===== config.mk =====
export PLATFORM = sky130hd
export DESIGN_NAME = uart485_tx
export DESIGN_NICKNAME = d
export VERILOG_FILES = /design/src/rtl/uart485_pkg.sv /design/src/rtl/uart485_fifo.sv /design/src/rtl/uart485_shifter.sv /design/src/rtl/uart485_dir.sv /design/src/rtl/uart485_tx.sv
export SDC_FILE = /design/constraint.sdc
export NUM_CORES = 1
export LEC_CHECK = 0
export ABC_AREA = 1
export BUFFER_PORTS_ARGS = -buffer_cell sky130_fd_sc_hd__buf_2
export CAP_MARGIN = 20
export CELL_PAD_IN_SITES_DETAIL_PLACEMENT = 0
export CELL_PAD_IN_SITES_GLOBAL_PLACEMENT = 1
export CORE_MARGIN = 5
export CORE_UTILIZATION = 25
export CTS_CLUSTER_SIZE = 8
export DETAILED_ROUTE_END_ITERATION = 8
export PLACE_DENSITY = 0.53
export SETUP_SLACK_MARGIN = 0.05
export SLEW_MARGIN = 5
export SYNTH_ARGS = -nofsm -noshare
export SYNTH_HDL_FRONTEND = slang
export SYNTH_HIERARCHICAL = 1
export SYNTH_SLANG_ARGS = --single-unit

===== constraint.sdc =====
create_clock -name clk_i -period 3.5 [get_ports clk_i]
set_input_delay 0.175 -clock clk_i [delete_from_list [all_inputs] [get_ports clk_i]]
set_output_delay 0.175 -clock clk_i [all_outputs]
set_load 0.01 [all_outputs]

===== src/rtl/uart485_pkg.sv =====
package uart485_pkg;
  typedef enum logic [2:0] {
    SH_IDLE,
    SH_ALIGN,
    SH_LEAD,
    SH_START,
    SH_DATA,
    SH_STOP
  } sh_state_e;
endpackage


===== src/rtl/uart485_fifo.sv =====
module uart485_fifo #(
  parameter int DW    = 8,
  parameter int DEPTH = 16
) (
  input  logic          clk_i,
  input  logic          rst_ni,
  input  logic          wr_i,
  input  logic [DW-1:0] wdata_i,
  input  logic          rd_i,
  output logic [DW-1:0] rdata_o,
  output logic          full_o,
  output logic          empty_o,
  output logic          ovf_o
);
  localparam int AW = (DEPTH > 1) ? $clog2(DEPTH) : 1;
  localparam int CW = $clog2(DEPTH + 1);

  logic [DW-1:0] mem_q [DEPTH];
  logic [AW-1:0] wr_ptr_q, rd_ptr_q;
  logic [CW-1:0] cnt_q;
  logic          wr_ok, rd_ok;

  assign full_o  = (cnt_q == CW'(DEPTH));
  assign empty_o = (cnt_q == '0);
  assign wr_ok   = wr_i && !full_o;
  assign rd_ok   = rd_i && !empty_o;
  assign rdata_o = mem_q[rd_ptr_q];

  function automatic logic [AW-1:0] ptr_inc(input logic [AW-1:0] p);
    return (p == AW'(DEPTH - 1)) ? '0 : p + AW'(1);
  endfunction

  always_ff @(posedge clk_i) begin
    if (wr_ok) mem_q[wr_ptr_q] <= wdata_i;
  end

  always_ff @(posedge clk_i or negedge rst_ni) begin
    if (!rst_ni) begin
      wr_ptr_q <= '0;
      rd_ptr_q <= '0;
      cnt_q    <= '0;
      ovf_o    <= 1'b0;
    end else begin
      if (wr_ok) wr_ptr_q <= ptr_inc(wr_ptr_q);
      if (rd_ok) rd_ptr_q <= ptr_inc(rd_ptr_q);
      case ({wr_ok, rd_ok})
        2'b10:   cnt_q <= cnt_q + CW'(1);
        2'b01:   cnt_q <= cnt_q - CW'(1);
        default: cnt_q <= cnt_q;
      endcase
      // discarded write latches until reset
      if (wr_i && full_o) ovf_o <= 1'b1;
    end
  end
endmodule


===== src/rtl/uart485_shifter.sv =====
module uart485_shifter
  import uart485_pkg::*;
#(
  parameter int DW = 8
) (
  input  logic          clk_i,
  input  logic          rst_ni,
  input  logic          tick_i,
  input  logic          avail_i,
  input  logic [DW-1:0] data_i,
  output logic          pop_o,
  output logic          busy_o,
  output logic          done_o,
  output logic          tx_o
);
  localparam int BW = (DW > 1) ? $clog2(DW) : 1;

  sh_state_e     state_q;
  logic [DW-1:0] sh_q;
  logic [BW-1:0] idx_q;
  logic          pop_idle, pop_chain;

  assign pop_idle  = (state_q == SH_IDLE) && avail_i;
  assign pop_chain = (state_q == SH_STOP) && tick_i && avail_i;
  assign pop_o     = pop_idle || pop_chain;
  assign done_o    = (state_q == SH_STOP) && tick_i && !avail_i;
  assign busy_o    = (state_q != SH_IDLE);

  always_comb begin
    case (state_q)
      SH_START: tx_o = 1'b0;
      SH_DATA:  tx_o = sh_q[0];
      default:  tx_o = 1'b1;
    endcase
  end

  always_ff @(posedge clk_i or negedge rst_ni) begin
    if (!rst_ni) begin
      state_q <= SH_IDLE;
      sh_q    <= '0;
      idx_q   <= '0;
    end else begin
      case (state_q)
        SH_IDLE: if (pop_idle) begin
          sh_q    <= data_i;
          state_q <= SH_ALIGN;
        end
        // wait for a bit boundary, then hold one full idle bit
        SH_ALIGN: if (tick_i) state_q <= SH_LEAD;
        SH_LEAD:  if (tick_i) state_q <= SH_START;
        SH_START: if (tick_i) begin
          idx_q   <= '0;
          state_q <= SH_DATA;
        end
        SH_DATA: if (tick_i) begin
          sh_q  <= sh_q >> 1;
          idx_q <= idx_q + BW'(1);
          if (idx_q == BW'(DW - 1)) state_q <= SH_STOP;
        end
        SH_STOP: if (tick_i) begin
          if (avail_i) begin
            sh_q    <= data_i;
            state_q <= SH_START;
          end else begin
            state_q <= SH_IDLE;
          end
        end
        default: state_q <= SH_IDLE;
      endcase
    end
  end
endmodule


===== src/rtl/uart485_dir.sv =====
module uart485_dir #(
  parameter int GUARD_BITS = 3
) (
  input  logic clk_i,
  input  logic rst_ni,
  input  logic tick_i,
  input  logic busy_i,
  input  logic done_i,
  output logic dir_o
);
  localparam int GW = $clog2(GUARD_BITS + 1);

  logic [GW-1:0] guard_q;

  always_ff @(posedge clk_i or negedge rst_ni) begin
    if (!rst_ni) begin
      guard_q <= '0;
    end else if (done_i) begin
      guard_q <= GW'(GUARD_BITS);
    end else if (busy_i) begin
      guard_q <= '0;
    end else if (tick_i && guard_q != '0) begin
      guard_q <= guard_q - GW'(1);
    end
  end

  assign dir_o = busy_i || (guard_q != '0);
endmodule


===== src/rtl/uart485_tx.sv =====
module uart485_tx
  import uart485_pkg::*;
#(
  parameter int DATA_W     = 8,
  parameter int FIFO_DEPTH = 16,
  parameter int GUARD_BITS = 3
) (
  input  logic              clk_i,
  input  logic              rst_ni,
  input  logic              wr_i,
  input  logic [DATA_W-1:0] wdata_i,
  input  logic              baud_tick_i,
  input  logic              dir_hw_en_i,
  input  logic              de_pol_i,
  output logic              tx_o,
  output logic              de_o,
  output logic              full_o,
  output logic              empty_o,
  output logic              overflow_o
);
  logic [DATA_W-1:0] q_data;
  logic              pop, sh_busy, sh_done, busy, tx_dir;

  uart485_fifo #(.DW(DATA_W), .DEPTH(FIFO_DEPTH)) u_fifo (
    .clk_i   (clk_i),
    .rst_ni  (rst_ni),
    .wr_i    (wr_i),
    .wdata_i (wdata_i),
    .rd_i    (pop),
    .rdata_o (q_data),
    .full_o  (full_o),
    .empty_o (empty_o),
    .ovf_o   (overflow_o)
  );

  uart485_shifter #(.DW(DATA_W)) u_shift (
    .clk_i   (clk_i),
    .rst_ni  (rst_ni),
    .tick_i  (baud_tick_i),
    .avail_i (!empty_o),
    .data_i  (q_data),
    .pop_o   (pop),
    .busy_o  (sh_busy),
    .done_o  (sh_done),
    .tx_o    (tx_o)
  );

  assign busy = !empty_o || sh_busy;

  uart485_dir #(.GUARD_BITS(GUARD_BITS)) u_dir (
    .clk_i  (clk_i),
    .rst_ni (rst_ni),
    .tick_i (baud_tick_i),
    .busy_i (busy),
    .done_i (sh_done),
    .dir_o  (tx_dir)
  );

  assign de_o = (dir_hw_en_i && tx_dir) ? de_pol_i : !de_pol_i;
endmodule


==> results of run 1 <==
==> placed cells by master (no fill, tap or decap), types with 2 or more instances in the layout <==
master | Yosys | final
clkinv_8 | 0 | 7
edfxtp_1 | 128 | 128
dfrtp_1 | 30 | 29
inv_1 | 78 | 78
or2_1 | 2 | 2
nand3_2 | 12 | 12
nor2_1 | 68 | 68
buf_4 | 3 | 7
xnor2_1 | 3 | 3
inv_2 | 3 | 3
nor2_2 | 2 | 2
nand3_1 | 71 | 71
clkbuf_16 | 0 | 17
inv_8 | 0 | 4
nand2_2 | 5 | 5
nand2_1 | 317 | 317
o21ai_0 | 9 | 9
a21oi_1 | 2 | 2
inv_6 | 0 | 3
nand4_1 | 4 | 4
dlygate4sd3_1 | 0 | 2
buf_2 | 10 | 18
inv_4 | 2 | 2
ha_1 | 12 | 12
==> where the power goes <==
group / leakage (nW) / internal [mW] / switching (mW) / total (mW)
Combinational: 1.84 / 0.763 / 1.75 / 2.52
Sequential: 1.53 / 2.33 / 0.237 / 2.57
Clock: 0.310 / 1.05 / 0.902 / 1.95
==> final timing paths <==
| kind | start | endpoint | slack (ps) |
|---|---|---|---|
| worst max-delay path | u_fifo/cnt_q[1] | u_fifo/cnt_q[4] | 970 |
| worst min-delay path | baud_tick_i | u_shift/idx_q[1] | 80 |
| worst max register to register | u_fifo/cnt_q[1] | u_fifo/cnt_q[4] | 970 |
| worst min register to register | u_fifo/ovf_o | u_fifo/ovf_o | 450 |
| max in group asynchronous | rst_ni | u_fifo/rd_ptr_q[0] | 2670 |
| min in group asynchronous | rst_ni | u_dir/guard_q[1] | 320 |
==> layer usage <==
| metal | up-vias | global-route usage [%] | part of all wire, % |
|---|---|---|---|
| li1 | 2552 | - | - |
| met1 | 2339 | 15.1 | 48 |
| met2 | 43 | 18.8 | 49 |
| met3 | 16 | 2.13 | 2.5 |
| met4 | 0 | 3.33 | 1.3 |
| met5 | - | 0 | 0 |
==> worst max-delay path, stage by stage, from the launching register on <==
cell	delay, ps
dfrtp_1	430
nor2_1	150
nand4_1	130
inv_1	90
inv_1	70
inv_1	90
a21oi_1	50
nand2_1	220
inv_1	100
ha_1	280
fa_1	410
nand2_1	100
nand3_1	90
nand3_1	80
nand2_1	50
nand2_1	50
nand2_1	40
==> synth_stat cells, types with 4 or more instances <==
cell / count
nand2_1: 317
nand3_1: 71
nand2_2: 5
o21ai_0: 9
inv_1: 78
ha_1: 12
nor2_1: 68
dfrtp_1: 30
buf_6: 6
nand3_2: 12
nand4_1: 4
edfxtp_1: 128
buf_2: 10
clkbuf_1: 5
==> cells by family (layout without fill, tap and decap cells) <==
logic type / Yosys count / in the layout / synth area share [%]
simple gates: 484 / 484 / 27.5
flops: 158 / 158 / 61.8
buf+inv: 111 / 144 / 6.97
compound gates: 14 / 14 / 1.06
fa+ha+maj: 13 / 13 / 2.29
xor+xnor: 3 / 3 / 0.354
==> what timing repair did <==
action	CTS	global route
gates resized for setup	0	0
hold buffers	2	0
hold endpoints to repair	31	0
==> through the flow <==
step / total power, mW / hold slack (ps) / worst slack [ps]
after floorplan: 4.42 / -121 / 1200
after global placement: 5.21 / 295 / 995
after detailed placement: 5.19 / 290 / 954
after CTS: 7.18 / 57.8 / 931
after global routing: 7.62 / 69.0 / 642
final: 7.03 / 77.9 / 969
==> sequential cells by signal (all words and copies together) (netlist names) <==
| name | flops |
|---|---|
| u_dir/guard_q | 2 |
| u_fifo/ovf_o | 1 |
| u_fifo/cnt_q | 5 |
| u_shift/sh_q | 8 |
| u_fifo/rd_ptr_q | 4 |
| u_fifo/wr_ptr_q | 4 |
| u_shift/state_q | 3 |
| u_shift/idx_q | 3 |
| u_fifo/mem_q | 128 |
==> final cells by class <==
class	count	area (um^2)
well taps	390	488
multi-input cells	514	2320
fillers	3137	20900
repair buffers	27	163
clock buffers	17	425
flip-flops and latches	158	4600
clock inverters	15	215
inverters	85	325
==> key figures, run 1 <==
Outcome
  • Status: completed

Clock tree
  • CTS Sinks: 158
  • Clk_lat worst skew: 430 ps
  • Max clock buf depth: 2
  • CTS tree: done
  • TritonCTS Buffers: 17
  • # Post-CTS Setup Buffers: 0
  • Clk slew on worst S/H paths: 70 ps
  • H-tree levels: 4
  • CTS Root Cell: clkbuf_16

Routing
  • Total number of vias: 4950
  • Drt wl/cell: 15.0 um
  • Vias/cell: 4.10
  • Routed WL: 18.1 mm
  • DRT Pass-1 Iters: 5
  • Antenna viol nets, final: 0
  • DRT iter0 DRCs: 281
  • DRC: 0

Place
  • Dpl hpwl: 11.3 mm
  • Placed cell area: 7870 um^2
  • I/O Buffers: 18
  • DP Cell Count: 1172
  • GPL Wtd Cong: 0.752

Synthesis
  • Main synth FF type: edfxtp_1
  • Sequential fraction of the synthesis area: 61.8%
  • Post-synthesis cell type count: 32
  • EDFF count, synth: 128
  • Top post-synthesis cells by area: edfxtp_1, nand2_1, dfrtp_1, nand3_1, inv_1
  • #FFs+latches synth: 158
  • Cells after synthesis: 783
  • Mean Syn Cell Area: 9.49 um^2
  • Top-area cell type share of the netlist area: 51.7%
  • Largest area contributor in the synthesized netlist: edfxtp_1
  • Yosys warning total: 6
  • Syn nets: 810
  • Asr flop ratio synth: 19.0%
  • Mapped Area: 7430 um^2

Floorplan
  • Core Area: 29500 um^2
  • # rows: 63
  • Starting Density: 25.2%
  • Die Wd: 182 um
  • I/O pins: 19
  • Die area: 33300 um^2
  • Die Y: 182 um

Layout
  • Layout Cells excl Fill: 1206
  • Finished Cell Area: 8530 um^2
  • Final nets: 830
  • Synthesis-to-finish area growth: 14.8%
  • Antenna cells: 0
  • Post-layout util: 28.9%
  • Layout cells sized above 1: 10.7%

Worst setup path
  • Crit path DAT: 2850 ps
  • Setup CP Type: reg -> reg
  • Worst r2r path cells: 16
  • CP required: 3820 ps
  • Worst Setup Start Kind: flip-flop
  • Critical path fanouts, max: 8
  • CP endpoint kind: flip-flop

STA
  • Setup violators final: 0
  • Period minus WS final: 2530 ps
  • Skew final: 13.0 ps
  • Fmax: 395 MHz
  • Actual slew at the worst max-slew pin: 920 ps
  • Final TNS setup: 0 ps
  • Period utilisation layout: 72.3%
  • RSZ-0062 raised after global routing: false
  • Slew Limit Fails: 0
  • Slew HR: 38.5%
  • Hold Vio Cnt, Final: 0

Power and ir drop
  • Worst VDD drop: 0.458 mV
  • P_leak: 3.68 nW
  • Pwr dens: 824 nW/um^2

Global route
  • Vias in the first global route: 4885
  • Total gr overflow: 0
  • Largest net degree at the start of global routing: 85
  • First-pass GRT wire length: 28.6 mm
  • Global Route Usage Sum: 11.3%
  • Initial antenna violation count: 0

Min path
  • Hold Crit Depth: 3
  • Hold Path Class: in -> reg

Flow run
  • MaxCap Viol Count: 0
Power figures use the tool's default switching activity.
==> run 2, diff against run 1 <==
- PLACE_DENSITY: 0.53 -> 0.55
- clock period: 3.5 -> 2.1 ns (I/O delays scaled with it)
==> run 2 against run 1 <==
  * Non-clock buffer count increased by 39
  * Hold slack improved by 9.3 ps
  * Via count increased by 2.3%
  * Final cell count increased by 3.2%
  * Sequential power increased by 62%
  * Die area unchanged
  * Final area increased by 5.0%
  * Core utilization increased by 1.4 points
  * First-iteration DRC count increased by 23%
  * Clock power increased by 55%
  * Critical path depth decreased by 6
  * Critical path type is now reg -> out
  * Largest power group is now combinational cells
  * Highest routed layer unchanged
==> key figures, run 2 (synthesis gave the netlist of run 1 again) <==
Worst setup path
  • CP peak stage delay: 380 ps (was 430 ps)
  • Crit. Startpoint: u_fifo/cnt_q[1] (unchanged)
  • Critical path fanouts, max: 4 (was 8)
  • Reg2Reg Launch Point: u_fifo/cnt_q[1] (unchanged)
  • R2R Setup Slk: 100 ps (was 970 ps)
  • Worst r2r path cells: 16 (unchanged)
  • Worst path slowest cell: dfrtp_1 (unchanged)
  • Worst path cell trace: nor2_2, nand4_1, inv_2, inv_2, or2_4, or2_1, nand2_1, nand2_1, nand2_1, buf_2 (was nor2_1, nand4_1, inv_1, inv_1, inv_1, a21oi_1, nand2_1, inv_1, ha_1, fa_1, nand2_1, nand3_1, nand3_1, nand2_1, nand2_1, nand2_1)
  • Buffer and inverter count on the worst path: 3 (was 4)
  • Worst Setup Start Kind: flip-flop (unchanged)
  • CP top delay family: simple AND/OR/NAND/NOR gates (unchanged)
  • Crit path DAT: 1930 ps (was 2850 ps)
  • Crit-path most repeated cell: nand2_1 (unchanged)
  • Capture point of the worst reg-to-reg path: u_fifo/cnt_q[4] (unchanged)
  • CP required: 2000 ps (was 3820 ps)
  • Setup CP Type: reg -> out (was reg -> reg)
  • CP endpoint kind: primary output (was flip-flop)

Global route
  • Vias in the first global route: 4903 (was 4885)
  • Total gr overflow: 0 (unchanged)
  • GR Layer Usage met1: 14.9% (was 15.1%)
  • Gr busiest metal: met2 (unchanged)
  • Largest net degree at the start of global routing: 41 (was 85)
  • Met3 Track Usage GR: 1.93% (was 2.13%)
  • Global Route Usage Sum: 11.0% (was 11.3%)
  • Initial antenna violation count: 0 (unchanged)
  • First-pass GRT wire length: 28.0 mm (was 28.6 mm)
  • Met2 Use GR: 17.9% (was 18.8%)

Floorplan
  • Die Y: 182 um (unchanged)
  • Starting Density: 25.2% (unchanged)
  • Core Area: 29500 um^2 (unchanged)
  • # rows: 63 (unchanged)
  • Die Wd: 182 um (unchanged)
  • I/O pins: 19 (unchanged)
  • Die area: 33300 um^2 (unchanged)

Power and ir drop
  • Worst VDD drop: 0.621 mV (was 0.458 mV)
  • P_leak: 3.88 nW (was 3.68 nW)
  • Pwr dens: 1350 nW/um^2 (was 824 nW/um^2)
  • Final Power: 12.1 mW (was 7.03 mW)

Layout
  • Largest register FFs: 128 (unchanged)
  • Largest registers: u_fifo/mem_q: 128 flops, u_shift/sh_q: 8 flops, u_fifo/cnt_q: 5 flops (unchanged)
  • Commonest non-fill, non-tap cells in the layout: nand2_1, edfxtp_1, inv_1 (unchanged)
  • Most common cell after layout, fill and taps aside: nand2_1 (unchanged)
  • Synthesis-to-finish area growth: 20.5% (was 14.8%)
  • Antenna cells: 0 (unchanged)
  • Layout cells sized above 1: 18.1% (was 10.7%)
  • Final nets: 869 (was 830)
  • Register with the most flip-flops: u_fifo/mem_q (unchanged)
  • Post-layout util: 30.4% (was 28.9%)

Min path
  • Min-delay src: wdata_i[7] (was baud_tick_i)
  • Hold Path End: u_fifo/mem_q[0][7] (was u_shift/idx_q[1])
  • Hold Path Class: in -> reg (unchanged)
  • Hold Crit Depth: 1 (was 3)

Clock tree
  • TritonCTS Buffers: 17 (unchanged)
  • Clk slew on worst S/H paths: 70 ps (about the same)
  • CTS Sinks: 158 (unchanged)
  • CTS tree: done (unchanged)
  • CTS Root Cell: clkbuf_16 (unchanged)
  • H-tree levels: 4 (unchanged)
  • Max clock buf depth: 2 (unchanged)
  • Clk_lat worst skew: 430 ps (about the same)

STA
  • Period minus WS final: 2040 ps
  • Setup violators final: 0 (unchanged)
  • Hold Vio Cnt, Final: 0 (unchanged)
  • Slew HR: 52.8% (was 38.5%)
  • Slew Limit Fails: 0 (unchanged)
  • Fmax: 491 MHz
  • Skew final: 16.2 ps (was 13.0 ps)
  • Fin worst setup slack: 61.9 ps (was 969 ps)
  • Period utilisation layout: 97.1%
  • Actual slew at the worst max-slew pin: 709 ps (was 920 ps)
  • RSZ-0062 raised after global routing: true (was false)

Outcome
  • Status: completed (unchanged)

Routing
  • Vias/cell: 4.07 (was 4.10)
  • Antenna viol nets, final: 0 (unchanged)
  • DRT iter0 DRCs: 346 (was 281)
  • DRT Pass-1 Iters: 4 (was 5)
  • Routed WL: 17.6 mm (was 18.1 mm)
  • DRC: 0 (unchanged)
  • Total number of vias: 5066 (was 4950)
  • Drt wl/cell: 14.2 um (was 15.0 um)

Place
  • I/O Buffers: 18 (unchanged)
  • Worst slack, placed: 16.3 ps (was 954 ps)
  • GPL Wtd Cong: 0.738 (was 0.752)
  • Dpl hpwl: 11.5 mm (was 11.3 mm)

Flow run
  • MaxCap Viol Count: 0 (unchanged)
[run 2: cell type report]
type	instances	area (um^2)
clock buffer	18	429
fill	3094	20500
inverter	85	332
timing repair buffer	66	541
clock inverter	14	149
sequential	158	4600
multi-input combinational	514	2420
tap	390	488
[run 2: repair_timing]
action                                 CTS  global route
endpoints found under the hold margin   33             0
setup endpoints to repair                2           118
pin swaps                                3             0
hold buffers                             3             0
setup buffers                            3             3
resized for setup                        4            37
[run 2: per-stage QoR]
| stage | instances | TNS (ps) | area (um^2) | hold WS [ps] |
|---|---|---|---|---|
| 3_3_place_gp | 1204 | 0 | 8170 | 226 |
| 6_report | 1245 | 0 | 8960 | 87.2 |
| 3_5_place_dp | 1204 | 0 | 8170 | 221 |
| 4_1_cts | 1242 | 0 | 8820 | 86.5 |
| 5_1_grt | 1245 | -208 | 8960 | 90.2 |
| 2_1_floorplan | 783 | 0 | 7450 | -191 |
[run 2: how the worst max path moves through the flow]
stage                      endpoint  slack [ps]  depth (start not counted)
finish                         de_o          60                         10
global route                   de_o        -120                         10
CTS                            de_o           9                         10
detailed placement  u_fifo/cnt_q[4]          20                         17
global placement    u_fifo/cnt_q[4]          40                         17
floorplan           u_fifo/cnt_q[4]          20                         16
[run 2: layer usage]
metal,share of wire (%),up-vias
li1,-,2630
met4,1.4,0
met1,48,2371
met5,0,-
met2,48,51
met3,2.3,14
[run 2: power by group]
| part | switching (mW) | total [mW] | internal, mW | leakage [nW] |
|---|---|---|---|---|
| registers | 0.277 | 4.16 | 3.89 | 1.53 |
| logic | 3.18 | 4.91 | 1.74 | 2.07 |
| clock network | 1.35 | 3.02 | 1.67 | 0.275 |
[run 2: worst register-to-register path, cell delays in order, from the launching register on]
cell and delay, ps:
dfrtp_1 380, nor2_2 120, nand4_1 130, inv_2 90
inv_2 50, inv_2 60, a21oi_2 40, nand2_2 70
inv_2 50, ha_4 180, fa_2 350, nand2_2 90
nand3_2 70, nand3_1 70, nand2_1 60, nand2_1 50
nand2_1 40
==> run 3, diff against run 2 <==
==> constraint.sdc (replaced) <==
create_clock -name clk_i -period 2.1 [get_ports clk_i]
set_input_delay 0 -clock clk_i [delete_from_list [all_inputs] [get_ports clk_i]]
set_output_delay 0 -clock clk_i [all_outputs]
set_load 0.01 [all_outputs]
==> run 3 against run 2 <==
  * Clock skew shrank 7.5 ps
  * Count of clock-buffer cells in the layout is the same
  * Sequential share of layout area grew 0.23 points
  * Critical path type is now reg -> reg
  * Largest cell class unchanged
==> key figures, run 3 (synthesis gave the netlist of run 1 again) <==
Outcome
  • Status: completed (unchanged)

Place
  • Placed cell area: 8170 um^2 (about the same)
  • GPL Wtd Cong: 0.746 (was 0.738)
  • Dpl hpwl: 11.6 mm (was 11.5 mm)
  • I/O Buffers: 18 (unchanged)
  • Worst slack, placed: 47.8 ps (was 16.3 ps)

Worst setup path
  • CP required: 2420 ps (was 2000 ps)
  • Worst r2r path cells: 16 (unchanged)
  • Critical path fanouts, max: 5 (was 4)
  • Reg2Reg Launch Point: u_fifo/cnt_q[2] (was u_fifo/cnt_q[1])
  • Worst Setup Start Kind: flip-flop (unchanged)
  • Setup CP Type: reg -> reg (was reg -> out)
  • R2R Setup Slk: 130 ps (was 100 ps)
  • CP endpoint kind: flip-flop (was primary output)
  • Crit. Startpoint: u_fifo/cnt_q[2] (was u_fifo/cnt_q[1])
  • Crit path DAT: 2280 ps (was 1930 ps)
  • Capture point of the worst reg-to-reg path: u_fifo/cnt_q[4] (unchanged)

Layout
  • Finished Cell Area: 8920 um^2 (was 8960 um^2)
  • Most common cell after layout, fill and taps aside: nand2_1 (unchanged)
  • Final nets: 878 (was 869)
  • Largest registers: u_fifo/mem_q: 128 flops, u_shift/sh_q: 8 flops, u_fifo/cnt_q: 5 flops (unchanged)
  • Antenna cells: 0 (unchanged)
  • Synthesis-to-finish area growth: 20.0% (was 20.5%)
  • Register with the most flip-flops: u_fifo/mem_q (unchanged)
  • Layout cells sized above 1: 17.0% (was 18.1%)
  • Largest register FFs: 128 (unchanged)
  • Commonest non-fill, non-tap cells in the layout: nand2_1, edfxtp_1, inv_1 (unchanged)

STA
  • Worst hold slack: 6.91 ps (was 87.2 ps)
  • Fin worst setup slack: 133 ps (was 61.9 ps)
  • Slew Limit Fails: 0 (unchanged)
  • RSZ-0062 raised after global routing: true (unchanged)
  • Hold Vio Cnt, Final: 0 (unchanged)
  • Fmax: 508 MHz (was 491 MHz)
  • Skew final: 8.66 ps (was 16.2 ps)
  • Slew HR: 51.9% (was 52.8%)
  • Period minus WS final: 1970 ps (was 2040 ps)
  • Final TNS setup: 0 ps (unchanged)
  • Setup violators final: 0 (unchanged)
  • Period utilisation layout: 93.7% (was 97.1%)
  • Actual slew at the worst max-slew pin: 722 ps (was 709 ps)

Clock tree
  • TritonCTS Buffers: 17 (unchanged)
  • H-tree levels: 4 (unchanged)
  • Clk_lat worst skew: 420 ps (was 430 ps)
  • Clk slew on worst S/H paths: 70 ps (about the same)
  • CTS Root Cell: clkbuf_16 (unchanged)
  • CTS tree: done (unchanged)
  • Max clock buf depth: 2 (unchanged)
  • CTS Sinks: 158 (unchanged)

Power and ir drop
  • Worst VDD drop: 0.560 mV (was 0.621 mV)
  • Pwr dens: 1350 nW/um^2 (about the same)
  • P_leak: 3.89 nW (was 3.88 nW)
  • Final Power: 12.0 mW (was 12.1 mW)

Routing
  • DRT Pass-1 Iters: 4 (unchanged)
  • Routed WL: 17.7 mm (was 17.6 mm)
  • Antenna viol nets, final: 0 (unchanged)
  • Vias/cell: 4.08 (was 4.07)
  • Total number of vias: 5113 (was 5066)
  • DRC: 0 (unchanged)
  • Drt wl/cell: 14.1 um (was 14.2 um)
  • DRT iter0 DRCs: 310 (was 346)

Min path
  • Min-delay src: wdata_i[3] (was wdata_i[7])
  • Hold Crit Depth: 1 (unchanged)
  • Hold Path End: u_fifo/mem_q[3][3] (was u_fifo/mem_q[0][7])
  • Hold Path Class: in -> reg (unchanged)

Floorplan
  • Die Wd: 182 um (unchanged)
  • # rows: 63 (unchanged)
  • Core Area: 29500 um^2 (unchanged)
  • Die Y: 182 um (unchanged)
  • Die area: 33300 um^2 (unchanged)
  • Starting Density: 25.2% (unchanged)
  • I/O pins: 19 (unchanged)

Flow run
  • MaxCap Viol Count: 0 (unchanged)

Global route
  • First-pass GRT wire length: 28.0 mm (about the same)
  • Global Route Usage Sum: 11.0% (about the same)
  • Vias in the first global route: 4917 (was 4903)
  • Initial antenna violation count: 0 (unchanged)
  • Largest net degree at the start of global routing: 41 (unchanged)
  • Total gr overflow: 0 (unchanged)
run 3: cell count changes in the layout (fill, tap and decap cells not counted), moves of 2 or more:
cell           before  now
buf_4              30   49
buf_6              12    1
nor2_1             56   67
nor2_2             14    3
nand2_1           311  315
nand2_4             3    0
clkinv_4            1    3
clkinvlp_4          4    2
dlygate4sd3_1       3    5
run 3: power breakdown:
group	internal [mW]	leakage, nW	switching [mW]	total (mW)
clock	1.68	0.283	1.35	3.03
sequential	3.89	1.53	0.283	4.17
combinational	1.72	2.08	3.11	4.83
total	7.29	3.89	4.74	12.0
run 3: worst max-delay path by stage:
stage / endpoint / slack, ps / cells past startpoint
2_1_floorplan: u_fifo/cnt_q[4] / 20 / 16
3_3_place_gp: u_fifo/cnt_q[4] / 50 / 16
4_1_cts: u_fifo/cnt_q[4] / 50 / 16
6_report: u_fifo/cnt_q[4] / 130 / 16
5_1_grt: u_fifo/cnt_q[4] / -20 / 17
3_5_place_dp: u_fifo/cnt_q[4] / 50 / 17
run 3: worst max-delay path, stage by stage (launching register included):
cell,delay (ps)
dfrtp_1,380
nor2_2,120
nand4_1,130
inv_2,90
inv_2,50
inv_2,50
a21oi_2,30
nand2_2,70
inv_2,50
ha_4,180
fa_2,350
nand2_2,80
nand3_2,60
nand3_1,70
nand2_1,50
nand2_1,50
nand2_1,40
run 3: what timing repair did:
item,4_1_cts,5_1_grt
hold buffers,5,0
pin swaps,4,7
setup buffers,7,4
gates resized for setup,3,7
endpoints found under the setup margin,1,13
endpoints found under the hold margin,62,0
run 3: cell type report:
class / count / area, um^2
Tap cell: 390 / 488
Timing Repair Buffer: 75 / 559
Sequential cell: 158 / 4600
Inverter: 85 / 329
Clock buffer: 18 / 429
Multi-Input combinational cell: 514 / 2370
Fill cell: 3154 / 20600
Clock inverter: 14 / 151
run 3: routing by layer:
metal | vias to the layer above | share of wire (%) | track usage (%)
li1 | 2656 | - | -
met1 | 2409 | 48 | 14.7
met2 | 38 | 49 | 18.5
met3 | 10 | 1.7 | 1.85
met4 | 0 | 0.90 | 2.88
met5 | - | 0 | 0
run 3: stage by stage:
stage               util (%)  instances
global placement        27.7       1206
finish                  30.3       1254
floorplan                  -        783
detailed placement      27.7       1206
CTS                     30.1       1250
global route            30.3       1254
